$ cat config.mk
export PLATFORM = sky130hd
export DESIGN_NAME = pm_cap_regs
export DESIGN_NICKNAME = d
export VERILOG_FILES = /design/src/rtl/pm_cap_pkg.sv /design/src/rtl/pm_ctrl_reg.sv /design/src/rtl/pm_chg_detect.sv /design/src/rtl/pm_read_port.sv /design/src/rtl/pm_cap_regs.sv
export SDC_FILE = /design/constraint.sdc
export NUM_CORES = 1
export LEC_CHECK = 0
export ABC_AREA = 1
export BUFFER_PORTS_ARGS = -buffer_cell sky130_fd_sc_hd__buf_2
export CORE_MARGIN = 4
export CORE_UTILIZATION = 33
export CTS_CLUSTER_DIAMETER = 50
export DETAILED_ROUTE_END_ITERATION = 8
export GPL_TIMING_DRIVEN = 0
export PLACE_DENSITY = 0.75
export SETUP_SLACK_MARGIN = 0.02
export SYNTH_ARGS = -nofsm -noshare
export SYNTH_HDL_FRONTEND = slang
export SYNTH_SLANG_ARGS = --single-unit
$ cat constraint.sdc
create_clock -name clk -period 1.7 [get_ports clk]
set_clock_uncertainty 0.1 [all_clocks]
set_input_delay 0.34 -clock clk [delete_from_list [all_inputs] [get_ports clk]]
set_output_delay 0.34 -clock clk [all_outputs]
set_load 0.01 [all_outputs]
$ cat src/rtl/pm_cap_pkg.sv
package pm_cap_pkg;
  localparam int CTRL_W   = 16;
  localparam int DATA_W   = 32;
  localparam int ST_MSB   = 1;
  localparam int NSR_POS  = 3;
  localparam int EN_POS   = 8;
  localparam int STS_POS  = 15;

  typedef enum logic [1:0] {
    PWR_D0    = 2'd0,
    PWR_D3    = 2'd1,
    PWR_UNSUP = 2'd2
  } pwr_class_e;

  function automatic pwr_class_e classify(input logic [1:0] st);
    case (st)
      2'd0:    return PWR_D0;
      2'd3:    return PWR_D3;
      default: return PWR_UNSUP;
    endcase
  endfunction
endpackage

$ cat src/rtl/pm_ctrl_reg.sv
module pm_ctrl_reg
  import pm_cap_pkg::*;
(
  input  logic              clk,
  input  logic              rst,
  input  logic              cfg_nsr,
  input  logic              wr_en,
  input  logic [1:0]        wr_off,
  input  logic [2:0]        wr_size,
  input  logic [15:0]       wr_data,
  input  logic              wake_event,
  output logic [CTRL_W-1:0] ctrl_q,
  output logic [CTRL_W-1:0] ctrl_d,
  output logic              wake_req
);
  logic       hi_upd;
  logic [7:0] hi_byte;
  logic       wake_hit;

  always_comb begin
    ctrl_d  = ctrl_q;
    hi_upd  = 1'b0;
    hi_byte = 8'h00;
    if (wr_en) begin
      if (wr_off == 2'd0) begin
        ctrl_d[ST_MSB:0] = wr_data[ST_MSB:0];
        if (wr_size == 3'd2 || wr_size == 3'd4) begin
          hi_upd  = 1'b1;
          hi_byte = wr_data[15:8];
        end
      end else if (wr_off == 2'd1 && wr_size == 3'd1) begin
        hi_upd  = 1'b1;
        hi_byte = wr_data[7:0];
      end
    end
    if (hi_upd) begin
      if (hi_byte[STS_POS-8]) ctrl_d[STS_POS] = 1'b0;
      ctrl_d[EN_POS] = hi_byte[EN_POS-8];
    end
    wake_hit = wake_event && (ctrl_q[ST_MSB:0] == 2'd3) && ctrl_q[EN_POS];
    if (wake_hit) ctrl_d[STS_POS] = 1'b1;
  end

  always_ff @(posedge clk) begin
    if (rst) begin
      ctrl_q          <= '0;
      ctrl_q[NSR_POS] <= cfg_nsr;
      wake_req        <= 1'b0;
    end else begin
      ctrl_q   <= ctrl_d;
      wake_req <= wake_hit;
    end
  end
endmodule

$ cat src/rtl/pm_chg_detect.sv
module pm_chg_detect
  import pm_cap_pkg::*;
(
  input  logic              clk,
  input  logic              rst,
  input  logic              wr_en,
  input  logic [CTRL_W-1:0] ctrl_q,
  input  logic [CTRL_W-1:0] ctrl_d,
  output logic              chg_valid,
  output logic [1:0]        chg_from,
  output logic [1:0]        chg_to
);
  pwr_class_e cls_now, cls_nxt;

  always_comb begin
    cls_now = classify(ctrl_q[ST_MSB:0]);
    cls_nxt = classify(ctrl_d[ST_MSB:0]);
  end

  always_ff @(posedge clk) begin
    if (rst) begin
      chg_valid <= 1'b0;
      chg_from  <= PWR_D0;
      chg_to    <= PWR_D0;
    end else begin
      chg_valid <= wr_en && (cls_now != cls_nxt);
      chg_from  <= cls_now;
      chg_to    <= cls_nxt;
    end
  end
endmodule

$ cat src/rtl/pm_read_port.sv
module pm_read_port
  import pm_cap_pkg::*;
#(
  parameter int          IDX_W    = 6,
  parameter logic [7:0]  CAP_ID   = 8'h01,
  parameter logic [7:0]  NEXT_PTR = 8'h00,
  parameter logic [15:0] CAP_WORD = 16'hC802
) (
  input  logic              clk,
  input  logic              rst,
  input  logic              rd_en,
  input  logic              hit_cap,
  input  logic              hit_ctrl,
  input  logic [CTRL_W-1:0] ctrl_q,
  output logic              rd_valid,
  output logic [DATA_W-1:0] rd_data
);
  localparam logic [DATA_W-1:0] CAP_DWORD = {CAP_WORD, NEXT_PTR, CAP_ID};

  always_ff @(posedge clk) begin
    if (rst) begin
      rd_valid <= 1'b0;
      rd_data  <= '0;
    end else begin
      rd_valid <= rd_en;
      if (rd_en) begin
        if (hit_cap)       rd_data <= CAP_DWORD;
        else if (hit_ctrl) rd_data <= {{(DATA_W-CTRL_W){1'b0}}, ctrl_q};
        else               rd_data <= '0;
      end
    end
  end
endmodule

$ cat src/rtl/pm_cap_regs.sv
module pm_cap_regs
  import pm_cap_pkg::*;
#(
  parameter int             IDX_W    = 6,
  parameter logic [IDX_W-1:0] CAP_BASE = 6'd16,
  parameter logic [7:0]     CAP_ID   = 8'h01,
  parameter logic [7:0]     NEXT_PTR = 8'h00,
  parameter logic [15:0]    CAP_WORD = 16'hC802
) (
  input  logic             clk,
  input  logic             rst,
  input  logic             cfg_no_soft_reset,
  input  logic             acc_valid,
  input  logic             acc_write,
  input  logic [IDX_W-1:0] acc_dword,
  input  logic [1:0]       acc_offset,
  input  logic [2:0]       acc_size,
  input  logic [31:0]      acc_wdata,
  output logic             rd_valid,
  output logic [31:0]      rd_data,
  input  logic             wake_event,
  output logic             wake_req,
  output logic [1:0]       pwr_class,
  output logic             chg_valid,
  output logic [1:0]       chg_from,
  output logic [1:0]       chg_to
);
  localparam logic [IDX_W-1:0] CTRL_IDX = CAP_BASE + 1'b1;

  logic              hit_cap, hit_ctrl, ctrl_wr, rd_en;
  logic [CTRL_W-1:0] ctrl_q, ctrl_d;

  always_comb begin
    hit_cap  = (acc_dword == CAP_BASE);
    hit_ctrl = (acc_dword == CTRL_IDX);
    ctrl_wr  = acc_valid && acc_write && hit_ctrl;
    rd_en    = acc_valid && !acc_write;
  end

  pm_ctrl_reg u_ctrl (
    .clk        (clk),
    .rst        (rst),
    .cfg_nsr    (cfg_no_soft_reset),
    .wr_en      (ctrl_wr),
    .wr_off     (acc_offset),
    .wr_size    (acc_size),
    .wr_data    (acc_wdata[15:0]),
    .wake_event (wake_event),
    .ctrl_q     (ctrl_q),
    .ctrl_d     (ctrl_d),
    .wake_req   (wake_req)
  );

  pm_chg_detect u_chg (
    .clk       (clk),
    .rst       (rst),
    .wr_en     (ctrl_wr),
    .ctrl_q    (ctrl_q),
    .ctrl_d    (ctrl_d),
    .chg_valid (chg_valid),
    .chg_from  (chg_from),
    .chg_to    (chg_to)
  );

  pm_read_port #(
    .IDX_W    (IDX_W),
    .CAP_ID   (CAP_ID),
    .NEXT_PTR (NEXT_PTR),
    .CAP_WORD (CAP_WORD)
  ) u_rd (
    .clk      (clk),
    .rst      (rst),
    .rd_en    (rd_en),
    .hit_cap  (hit_cap),
    .hit_ctrl (hit_ctrl),
    .ctrl_q   (ctrl_q),
    .rd_valid (rd_valid),
    .rd_data  (rd_data)
  );

  always_comb pwr_class = classify(ctrl_q[ST_MSB:0]);
endmodule

==> impl_metrics.ini <==
[final_layout]
area_growth_pct = 38.8
stdcell_area_sq_um = 1410
n_antenna_cell = 0
multi_input_area_sq_um = 480
fin_cells = 240
seqCellArea_sq_um = 372
nets = 261
post_route_cells_drive_above_1_share = 0.397
n_fill_cell = 294

[placed_design]
gp_congestion = 0.690
io_buffers = 39
dp_cells = 235
dp_hpwl_microns = 1730
dpl_cell_area_sq_um = 1340

[die]
fp.dieH_microns = 63.5
fp.coreArea_sq_um = 2850
placementRows = 19
ioPinCount = 90
initial_utilization = 0.356
die_area_sq_um = 4030
die-width_microns = 63.5

[worst_setup_path]
cp-endpoint = u_chg.chg_valid
r2r_cells = 11
r2r_setup_slack_ns = 0.11
r2r-end = u_chg.chg_valid
cp_max_fo = 2
setup.worst_path.end_class = register
r2r_start = u_ctrl.ctrl_q[1]
crit_arrival_ns = 1.65
worst-endpoint-required_ns = 1.76
path_class = register to register
cp-startpoint = u_ctrl.ctrl_q[1]
crit_path_start_kind = register

[routing]
drt_iter0_markers = 13
wl_per_cell_microns = 8.44
vias = 929
routed_wl_microns = 2030
drtAntennaViolNets = 0
drc = 0
firstDrtPassIters = 4
via_per_inst = 3.87

[clock_tree]
clock_path_buffers = 2
cts_buffers = 3
cts_sinks = 18
cts_root_buf = clkbuf_4
ctsHoldBuffers = 0
cts_tree = yes
cts_max_level = 1
clk_latency_ns = 0.28
clk_pin_slew_ns = 0.10

[power]
power_per_cell_area_nw_per_um2 = 564
vdd_drop_max_mv = 0.190
clockPowerShare = 0.263
combPwrFrac = 0.187
p_sw_w = 0.000198
leakagePower_nw = 0.805
internal_power_w = 0.000596
p_sw_frac = 0.249
p_seq_frac = 0.550

[sta]
fmax_ghz = 0.628
slew_viol_final = 0
hold_viol = 0
setup_viol = 0
whs_ns = 0.129
period_share = 0.936
fin_crit_ns = 1.59
rsz0062_at_grt = true

[synthesis]
netlist_area_sq_um = 1010
ys_ff_latch = 18
yosysTopAreaCellShare = 0.335
synth_ff_type = dfxtp_1
syn-mean-instance-area_sq_um = 7.10
synthArstFlopShare = 0
ys_top_cells_by_area = dfxtp_1, buf_4, nand2_1
seq_area_frac_synth = 0.365
ys_types = 20
yosysTopAreaCell = dfxtp_1
yosysMostFrequentCell = buf_4
synth_edf_count = 1
yosys_warnings = 0
syn-instance-count = 143
ys_top_cells_by_count = buf_4, nand2_1, inv_1

[min_path]
hold_path.class = input port to register

[global_routing]
track_usage = 0.102
grt_pass1_vias = 776
grt_overflow_total = 0
grt_pass1_wl_microns = 3290
grt_max_degree = 11
antenna_found_initial = 0

[status]
outcome = completed

[job]
max_cap_viol_count = 0
==> worst min-delay path by stage <==
stage	from	endpoint	cells after the start
floorplan	rst	u_chg.chg_from[0]	1
global placement	u_rd.rd_data[0]	u_rd.rd_data[0]	2
detailed placement	u_ctrl.ctrl_q[15]	u_rd.rd_data[15]	2
CTS	cfg_no_soft_reset	u_ctrl.ctrl_q[3]	1
global route	cfg_no_soft_reset	u_ctrl.ctrl_q[3]	1
finish	cfg_no_soft_reset	u_ctrl.ctrl_q[3]	1
==> cells in the final DEF (no fill, tap or decap), types with 4 or more instances in the layout <==
cell type / count
conb_1: 23
inv_1: 19
a21oi_1: 9
buf_2: 39
buf_4: 27
nor2_1: 17
nand2_1: 24
dfxtp_1: 16
nand3_1: 4
o21ai_0: 7
==> registers in the layout (all words and copies together), names as in the netlist <==
register and count:
u_chg.chg_from 2, u_ctrl.ctrl_q 5, u_rd.rd_valid 1, u_chg.chg_valid 1, u_rd.rd_data 6, u_ctrl.wake_req 1, u_chg.chg_to 2
==> cells by family after synthesis <==
family	share of synthesized area
simple gates	0.231
buf+inv	0.279
other cells	0.00370
fa+ha+maj	0.0247
flops	0.365
compound gates	0.0974
==> critical path: stages, from the launching register on <==
cell     delay (ns)
dfxtp_2        0.34
or2_4          0.22
o21ai_2        0.05
nand2_1        0.06
o21ai_1        0.09
inv_1          0.09
ha_4           0.27
inv_2          0.03
nand2_1        0.05
nand4_1        0.07
nand2_1        0.06
nor2_1         0.03
==> stage by stage <==
stage          utilization  setup WS [ns]  setup TNS (ns)  power, W
2_1_floorplan            -         0.0217               0  0.000548
3_3_place_gp         0.468         -0.208          -0.273  0.000589
3_5_place_dp         0.468         -0.215          -0.292  0.000590
4_1_cts              0.485         0.0219               0  0.000807
5_1_grt              0.494        -0.0372         -0.0372  0.000855
6_report             0.494          0.108               0  0.000795
==> layer usage <==
| layer | track usage | share of wire |
|---|---|---|
| met3 | 0.0213 | 0.075 |
| met5 | 0 | 0 |
| met2 | 0.158 | 0.49 |
| met4 | 0.0647 | 0.014 |
| met1 | 0.127 | 0.42 |
==> repair_timing <==
action	in CTS	in global routing
pin swaps	1	3
endpoints found under the setup margin	1	2
gates cloned	0	0
buffers inserted	1	0
gates resized for setup	2	6
==> area by class of cell <==
class	count	area share
tap	31	0.0275
sequential	18	0.264
clock buffer	4	0.0187
multi-input combinational	98	0.341
timing repair buffer	40	0.148
buffer	28	0.145
inverter	21	0.0560
==> power groups by stage <==
stage / registers, W / clock network, W / logic [W]
floorplan: 0.000450 / 0 / 0.0000982
detailed placement: 0.000447 / 0 / 0.000143
global placement: 0.000447 / 0 / 0.000142
global route: 0.000439 / 0.000249 / 0.000168
CTS: 0.000437 / 0.000226 / 0.000144
finish: 0.000437 / 0.000209 / 0.000149
(Power assumes the default switching activity.)
